[src/rtl/region_mode_guard.sv]
module region_mode_guard #(
  parameter int NUM_REGIONS = 5,
  localparam int IDX_W = (NUM_REGIONS > 1) ? $clog2(NUM_REGIONS) : 1
) (
  input  logic                     clk,
  input  logic                     rst_n,
  input  logic                     req_valid,
  input  logic [IDX_W-1:0]         req_region,
  input  logic [1:0]               req_mode,
  output logic                     rsp_valid,
  output logic [1:0]               rsp_status,
  output logic                     clr_req,
  input  logic                     clr_done,
  output logic [2*NUM_REGIONS-1:0] region_modes
);

  localparam logic [1:0] M_WB   = 2'b10;
  localparam logic [1:0] S_OK   = 2'b00;
  localparam logic [1:0] S_BUSY = 2'b01;
  localparam logic [1:0] S_ERR  = 2'b10;

  logic             pend, hold;
  logic [IDX_W-1:0] tgt_region;
  logic [1:0]       tgt_mode;
  logic [1:0]       mode_q [NUM_REGIONS];
  logic [1:0]       cur_mode;
  logic             in_range, refuse, finish;

  assign in_range = 32'(req_region) < NUM_REGIONS;
  assign finish   = pend & clr_done;
  assign clr_req  = pend;

  always_comb begin
    cur_mode = 2'b00;
    for (int i = 0; i < NUM_REGIONS; i++)
      if (req_region == IDX_W'(i)) cur_mode = mode_q[i];
  end

  assign refuse = !in_range || (req_mode == 2'b11) || (req_mode >= cur_mode);

  always_ff @(posedge clk) begin
    if (!rst_n) begin
      pend       <= 1'b0;
      hold       <= 1'b0;
      rsp_valid  <= 1'b0;
      rsp_status <= S_OK;
      tgt_region <= '0;
      tgt_mode   <= M_WB;
    end else begin
      rsp_valid <= 1'b0;
      if (finish) begin
        pend       <= 1'b0;
        rsp_valid  <= 1'b1;
        rsp_status <= S_OK;
        hold       <= req_valid;
      end else if (hold) begin
        rsp_valid  <= 1'b1;
        rsp_status <= S_BUSY;
        hold       <= req_valid;
      end else if (req_valid) begin
        if (pend) begin
          rsp_valid  <= 1'b1;
          rsp_status <= S_BUSY;
        end else if (refuse) begin
          rsp_valid  <= 1'b1;
          rsp_status <= S_ERR;
        end else begin
          pend       <= 1'b1;
          tgt_region <= req_region;
          tgt_mode   <= req_mode;
        end
      end
    end
  end

  for (genvar i = 0; i < NUM_REGIONS; i++) begin : g_region
    always_ff @(posedge clk) begin
      if (!rst_n) mode_q[i] <= M_WB;
      else if (finish && tgt_region == IDX_W'(i)) mode_q[i] <= tgt_mode;
    end
    assign region_modes[2*i +: 2] = mode_q[i];

    // a policy never moves upward while out of reset
    p_no_raise_r8: assert property (@(posedge clk) disable iff (!rst_n)
      1'b1 |=> mode_q[i] <= $past(mode_q[i]));
    // a policy moves only right after a completed clear
    p_change_after_done_r5: assert property (@(posedge clk) disable iff (!rst_n)
      (mode_q[i] != $past(mode_q[i])) |-> $past(clr_done && clr_req));
  end

  p_status_code_r2: assert property (@(posedge clk) disable iff (!rst_n)
    rsp_valid |-> rsp_status != 2'b11);
  p_err_no_clear_r2: assert property (@(posedge clk) disable iff (!rst_n)
    (rsp_valid && rsp_status == S_ERR) |-> !clr_req);
  p_ok_after_done_r5: assert property (@(posedge clk) disable iff (!rst_n)
    (rsp_valid && rsp_status == S_OK) |-> $past(clr_done && clr_req));
  p_clr_start_r4: assert property (@(posedge clk) disable iff (!rst_n)
    $rose(clr_req) |-> $past(req_valid));
  p_clr_held_r4: assert property (@(posedge clk) disable iff (!rst_n)
    (clr_req && !clr_done) |=> clr_req);

endmodule

[config.mk]
export PLATFORM = sky130hd
export DESIGN_NAME = region_mode_guard
export DESIGN_NICKNAME = d
export VERILOG_FILES = /design/src/rtl/region_mode_guard.sv
export SDC_FILE = /design/constraint.sdc
export NUM_CORES = 1
export LEC_CHECK = 0
export BUFFER_PORTS_ARGS = -buffer_cell sky130_fd_sc_hd__buf_2
export CORE_MARGIN = 2
export CORE_UTILIZATION = 35
export CTS_CLUSTER_DIAMETER = 80
export CTS_CLUSTER_SIZE = 14
export DETAILED_ROUTE_END_ITERATION = 10
export PLACE_DENSITY_LB_ADDON = 0.1
export SYNTH_ARGS = -nofsm -noshare
export SYNTH_HDL_FRONTEND = slang
export SYNTH_SLANG_ARGS = --single-unit
[constraint.sdc]
create_clock -name clk -period 2.84 [get_ports clk]
set_input_delay 0.568 -clock clk [delete_from_list [all_inputs] [get_ports clk]]
set_output_delay 0.568 -clock clk [all_outputs]
set_load 0.01 [all_outputs]
## Yosys cells after proc, flatten, opt, wreduce, memory -nomap -nowiden

Memory sizes are Yosys's and may differ from the RTL's.
Index checks and enable logic that the tools add are counted.

| storage, ports and cells | value |
|---|---|
| register bits | 10 |
| RAM bits | 10 |
| input bits | 9 |
| output and inout bits | 14 |
| logic and storage cells | 88 |
| memories kept | 1 |

Memory list:

| memory | depth | width | read ports | clocked after Yosys merged registers in | wr ports | line | RTL |
|---|---|---|---|---|---|---|---|
| mode_q | 5 | 2 | 5 | 0 | 5 | 25 | `logic [1:0] mode_q [NUM_REGIONS];` |

| operators by class | value |
|---|---|
| magnitude comparators | 2 |
| eq/ne operators | 9 |
| multiplexer cells | 39 |
| bitwise gates (word level) | 11 |
| reduce and logical (&&, ||, !) cells | 19 |

Operators by type and width:

| kind | count |
|---|---|
| 1-bit 2-to-1 mux | 27 |
| 2-bit 2-to-1 mux | 12 |
| 3-bit by 2-bit == test with 1-bit output (second input constant) | 4 |
| 3-bit by 1-bit == test with 1-bit output (second input constant) | 2 |
| 3-bit == test (second input constant) | 2 |
| 3-bit zero test | 2 |
| 2-bit AND reduction | 3 |
| 1-bit logical AND | 5 |
| 1-bit inverter | 5 |
| 1-bit bitwise OR | 5 |
| 5-bit AND reduction | 1 |
| 2-bit nonzero test | 2 |
| 3-bit < comparator (second input constant) | 1 |
| 3-bit nonzero test | 1 |
| 3-bit OR reduction | 1 |
| 2-bit == test (second input constant) | 1 |
| 2-bit greater-or-equal comparator | 1 |
| 1-bit logical OR | 2 |
| 2-bit OR reduction | 1 |
| 1-bit AND | 1 |
| 1-bit zero test | 1 |

## Longest topological paths before layout

| depth | value |
|---|---|
| word-level depth | 13 |
| gate-level depth with buffers | 9 |
| gate-level depth less buffers | 8 |

## Least setup slack after synthesis

No wires, ideal clock.

| timing path | value |
|---|---|
| path kind | in2reg |
| from | input port req_region[0] |
| to | register pend, in the netlist clr_req |
| setup time | 115 ps |
| arrival | 2095 ps |
| required time | 2725 ps |
| setup slack | 630 ps |
| stages on the path | 9 |
| buffers on the path | 1 |
| cell sequence | mux4_2 -> nor2b_1 -> a31oi_1 -> ha_1 -> a21oi_1 -> nor4b_1 -> and3_1 -> buf_6 -> o21a_1 |

| between the ends | value |
|---|---|
| word-level cells in the longest chain between the ends | 10 |

Ends and longest elaborated chain:

| what | line | RTL |
|---|---|---|
| from (decl) | 8 | `input logic [IDX_W-1:0] req_region,` |
| 3-bit zero test | 36 | `if (req_region == IDX_W'(i)) cur_mode = mode_q[i];` |
| 2-bit 2-to-1 mux (5 in series) | 36 |  |
| 2-bit greater-or-equal comparator | 39 | `assign refuse = !in_range \|\| (req_mode == 2'b11) \|\| (req_mode >= cur_mode);` |
| 1-bit logical OR (*) | 39 |  |
| 1-bit 2-to-1 mux (*) | 64 | `end else if (refuse) begin` |
| 1-bit 2-to-1 mux (*) | 61 | `if (pend) begin` |
| to (signal assigned) | 43 | `pend <= 1'b0;` |
| to (signal assigned) | 52 | `pend <= 1'b0;` |
| to (signal assigned) | 68 | `pend <= 1'b1;` |
| to (decl) | 22 | `logic pend, hold;` |

Every way passes the cells marked *; elsewhere a longest branch is shown, timed or not.
A chain may end at the register's enable or synchronous reset.

## Final worst setup path

| timing path | value |
|---|---|
| from | input port req_region[0] |
| to | register tgt_mode[1] |

| between the ends | value |
|---|---|
| word-level cells in the longest chain between the ends | 10 |

Ends and longest elaborated chain:

| what | line | RTL |
|---|---|---|
| 3-bit zero test | 36 |  |
| 2-bit 2-to-1 mux (5 in series) | 36 |  |
| 2-bit greater-or-equal comparator | 39 |  |
| 1-bit logical OR (*) | 39 |  |
| 1-bit inverter (no line) (*) | -- |  |
| 5-bit AND reduction (no line) (*) | -- |  |
| to (signal assigned) | 70 | `tgt_mode <= req_mode;` |
| to (decl) | 24 | `logic [1:0] tgt_mode;` |

Marked as above.

==> flow_summary.html <==
<table>
<tr><th>Metric</th><th>Value</th></tr>
<tr><th colspan="2">Status</th></tr>
<tr><td>Status</td><td>finished, final reports clean</td></tr>
<tr><th colspan="2">Hold path</th></tr>
<tr><td>Worst min path class</td><td>register to register</td></tr>
<tr><th colspan="2">Critical path</th></tr>
<tr><td>Most frequent cell on the critical path</td><td>o21ai_0</td></tr>
<tr><td>Largest incremental delay on the critical path</td><td>between 0.5 and 0.6 ns</td></tr>
<tr><td>Critical path peak fanout</td><td>6</td></tr>
<tr><td>Worst endpoint required time</td><td>between 3 and 4 ns</td></tr>
<tr><td>Critical path class</td><td>input port to register</td></tr>
<tr><td>CP cell instances</td><td>buf_2 -&gt; mux4_1 -&gt; inv_1 -&gt; o21ai_0 -&gt; ha_1 -&gt; o21ai_0 -&gt; and3_1 -&gt; mux2i_1</td></tr>
<tr><td>Library cell contributing the largest single delay on the critical path</td><td>mux4_1</td></tr>
<tr><td>Arrival time of data at the critical path endpoint</td><td>about 2.5 ns</td></tr>
<tr><td>Worst Setup Start Kind</td><td>input port</td></tr>
<tr><td>Endpoint kind of the worst setup timing path</td><td>register</td></tr>
<tr><th colspan="2">Detailed routing</th></tr>
<tr><td>Post-route antenna net violation count</td><td>0</td></tr>
<tr><td>Ratio of routed vias to standard cells</td><td>approximately 5.0</td></tr>
<tr><td>First-pass DRT Iterations</td><td>4</td></tr>
<tr><td>Via total after detailed routing</td><td>730</td></tr>
<tr><td>Iteration-0 DRC count of the detailed router</td><td>17</td></tr>
<tr><td>Wirelength per Cell</td><td>approximately 13 µm</td></tr>
<tr><td>DRC viols</td><td>0</td></tr>
<tr><td>Wirelength, routed</td><td>1.87 mm</td></tr>
<tr><th colspan="2">Layout</th></tr>
<tr><td>Diode insertion count for antenna repair</td><td>0</td></tr>
<tr><td>Core Util, Final</td><td>0.438</td></tr>
<tr><td>Post-route insts no fill</td><td>approximately 150</td></tr>
<tr><td>Synthesis-to-layout area growth</td><td>16.4%</td></tr>
<tr><td>Fraction of final layout cells with drive strength greater than 1</td><td>0.235</td></tr>
<tr><td>Final Net Count</td><td>127</td></tr>
<tr><th colspan="2">Floorplanning</th></tr>
<tr><td>Effective utilization at floorplan</td><td>0.376</td></tr>
<tr><td>Core Area</td><td>between 2000 and 3000 µm²</td></tr>
<tr><td>DIE AREA</td><td>between 3000 and 4000 µm²</td></tr>
<tr><td>Num ports</td><td>23</td></tr>
<tr><td>Site row count</td><td>18</td></tr>
<tr><td>Die Y-Extent</td><td>about 56 µm</td></tr>
<tr><td>Die X-Extent</td><td>about 56 µm</td></tr>
<tr><th colspan="2">CTS</th></tr>
<tr><td>Clock-pin slew on the worst setup and hold paths</td><td>0.11 ns</td></tr>
<tr><td>Num CTS Buffers</td><td>3</td></tr>
<tr><td>Post-CTS Hold Buffers</td><td>0</td></tr>
<tr><td>Buffer cell driving the clock tree root</td><td>clkbuf_4</td></tr>
<tr><td>H-tree depth</td><td>1</td></tr>
<tr><td>TritonCTS clock tree</td><td>built</td></tr>
<tr><td>Clock buffer depth</td><td>2</td></tr>
<tr><td>Sinks on Clock Net</td><td>20</td></tr>
<tr><td>Setup fix buffers added after clock tree synthesis</td><td>0</td></tr>
<tr><td>Resized cells post-CTS</td><td>0</td></tr>
<tr><td>Clock latency at the later pin of the worst-skew pair</td><td>0.30 ns</td></tr>
<tr><th colspan="2">Timing</th></tr>
<tr><td>Worst-margin pin slew</td><td>between 0.4 and 0.5 ns</td></tr>
<tr><td>Setup-failing EPs final</td><td>0</td></tr>
<tr><td>Max Slew Vio Count</td><td>0</td></tr>
<tr><td>Number of hold violations in the final report</td><td>0</td></tr>
<tr><td>Setup Skew</td><td>0.00296 ns</td></tr>
<tr><td>Worst-case setup margin in the final layout</td><td>a little under 0.6 ns</td></tr>
<tr><td>Hold slack</td><td>between 0.4 and 0.5 ns</td></tr>
<tr><td>Setup tns final</td><td>0 ns</td></tr>
<tr><td>Max-Slew Margin vs Limit</td><td>0.683</td></tr>
<tr><td>Fraction of the cycle the final worst path needs</td><td>0.795</td></tr>
<tr><td>Highest attainable clock frequency</td><td>approximately 0.44 GHz</td></tr>
<tr><td>Setup repair after global routing missed its margin</td><td>false</td></tr>
<tr><td>Shortest period the worst path allows</td><td>2.26 ns</td></tr>
<tr><th colspan="2">Global route</th></tr>
<tr><td>Total global-route track usage</td><td>0.125</td></tr>
<tr><td>Initial antenna violation count</td><td>0</td></tr>
<tr><td>Global-route wire length before repair</td><td>about 3 mm</td></tr>
<tr><td>Largest net degree at the start of global routing</td><td>22</td></tr>
<tr><td>Overflow left after global routing</td><td>0</td></tr>
<tr><td>Via count of the first global-routing pass</td><td>631</td></tr>
<tr><th colspan="2">Synth</th></tr>
<tr><td>Post-synthesis sequential area ratio</td><td>0.528</td></tr>
<tr><td>Post-Syn Instances</td><td>92</td></tr>
<tr><td>Yosys Warn Count</td><td>0</td></tr>
<tr><td>Async set-reset flop share out of synthesis</td><td>0</td></tr>
<tr><td>Number of unique standard cell types used by synthesis</td><td>26</td></tr>
<tr><td>Synth top area share</td><td>0.317</td></tr>
<tr><td>Mean Syn Cell Area</td><td>just over 10 µm²</td></tr>
<tr><td>Number of synthesized flops with an enable pin</td><td>10</td></tr>
<tr><td>Dominant cells by area after synthesis</td><td>edfxtp_1 (32%), dfxtp_1 (21%), nand2_1 (6.7%)</td></tr>
<tr><td>Leading area contributor after synthesis</td><td>edfxtp_1</td></tr>
<tr><td>Total nets after synthesis</td><td>~100</td></tr>
<tr><td>Most common flop cell mapped by yosys</td><td>edfxtp_1</td></tr>
<tr><td>Combined area of all synthesized cells</td><td>about 950 µm²</td></tr>
<tr><td>Number of synthesized register bits</td><td>20</td></tr>
<tr><th colspan="2">Power</th></tr>
<tr><td>Power per Cell Area</td><td>around 470 nW/µm²</td></tr>
<tr><td>IR Drop Worst-Case VDD</td><td>238 µV</td></tr>
<tr><td>Leakage power</td><td>0.417 nW</td></tr>
<tr><th colspan="2">Placed design</th></tr>
<tr><td>Worst setup slack before clock tree synthesis</td><td>around 0.28 ns</td></tr>
<tr><td>Routability-driven placement congestion ratio</td><td>between 0.7 and 0.8</td></tr>
<tr><td># placed instances</td><td>between 100 and 150</td></tr>
<tr><td>Count of input and output buffers</td><td>22</td></tr>
<tr><td>Post-DP HPWL</td><td>around 1.5 mm</td></tr>
<tr><th colspan="2">Job</th></tr>
<tr><td>Number of max-cap violations</td><td>0</td></tr>
</table>
registers in the layout (all words and copies together), names as in the netlist:
name / cells
tgt_region: 3
clr_req: 1
hold: 1
tgt_mode: 2
rsp_status: 2
mode_q: 10
rsp_valid: 1
placed cells by master (no fill, tap or decap):
cell type  instances
nand2b_1           3
ha_1               2
nor2_1             8
dfxtp_1           10
nand4_1            2
mux4_1             1
clkbuf_1           1
nor4b_1            1
nand2_1           17
and3_1             1
o2111a_1           1
a31oi_1            2
o21ai_0            3
inv_1              4
o31a_1             1
nand3b_1           2
a21oi_1            3
o22ai_1            1
o21a_1             2
nand3_1            4
edfxtp_1          10
buf_2             22
clkbuf_4           3
mux2i_1            5
nor2_2             1
mux4_2             1
nor2b_1            4
final timing paths:
kind                      start       endpoint  slack, ns  cells past startpoint
setup / recovery  req_region[0]    tgt_mode[1]       0.58                      8
hold / removal    rsp_status[0]  rsp_status[0]       0.50                      2
hold reg to reg   rsp_status[0]  rsp_status[0]       0.50                      2
setup reg to reg   mode_q[3][1]    tgt_mode[1]       0.60                      7
report_power, final:
part / switching (mW) / internal (mW) / leakage (nW) / total [mW]
Combinational: 0.0347 / 0.0246 / 0.235 / 0.0593
Sequential: 0.00607 / 0.311 / 0.167 / 0.317
Clock: 0.0857 / 0.0547 / 0.0150 / 0.140
cells in the mapped netlist (all sizes together) (2+ instances only):
cell    instances
clkbuf          2
o21a            2
nor2            9
nand3           4
a21oi           3
o21ai           3
inv             4
ha              2
dfxtp          10
edfxtp         10
nor2b           4
a31oi           2
nand2          17
mux2i           5
nand3b          2
mux4            2
nand4           2
nand2b          3
final cells by class:
type / instances / area (µm²)
clock buffers: 4 / 26.3
fillers: 253 / 1420
inverters: 4 / 15.0
multi-input cells: 65 / 414
flip-flops and latches: 20 / 500
well taps: 30 / 37.5
repair buffers: 22 / 110
routing by layer:
metal  GRT usage  vias to the layer above  wire length [µm]
met4      0.0510                        0                19
met1       0.197                      339               990
met2       0.165                       15               774
met3      0.0233                        2                83
met5           0                        -                 0
li1            -                      374                 -
kinds of logic (layout without fill, tap and decap cells):
| logic type | Yosys count | in the layout | share of synthesized area |
|---|---|---|---|
| fa+ha+maj | 2 | 2 | 0.0264 |
| flops | 20 | 20 | 0.528 |
| buf+inv | 7 | 30 | 0.0356 |
| compound gates | 13 | 13 | 0.0884 |
| simple gates | 43 | 43 | 0.218 |
| mux | 7 | 7 | 0.104 |
per-stage QoR:
step | area [µm²] | total power [mW]
5_1_grt | 1100 | 0.538
4_1_cts | 1100 | 0.523
6_report | 1100 | 0.517
2_1_floorplan | 948 | 0.361
3_3_place_gp | 1080 | 0.383
3_5_place_dp | 1080 | 0.384
worst max-delay path: cells and delay by family:
family / cells / cell delay [ns]
adder cells (fa/ha/maj): 1 / 0.27
AO/OA/AOI/OAI: 2 / 0.28
buffers and inverters: 2 / 0.20
multiplexers: 2 / 0.78
AND/OR/NAND/NOR: 1 / 0.39
(Power assumes the default switching activity.)
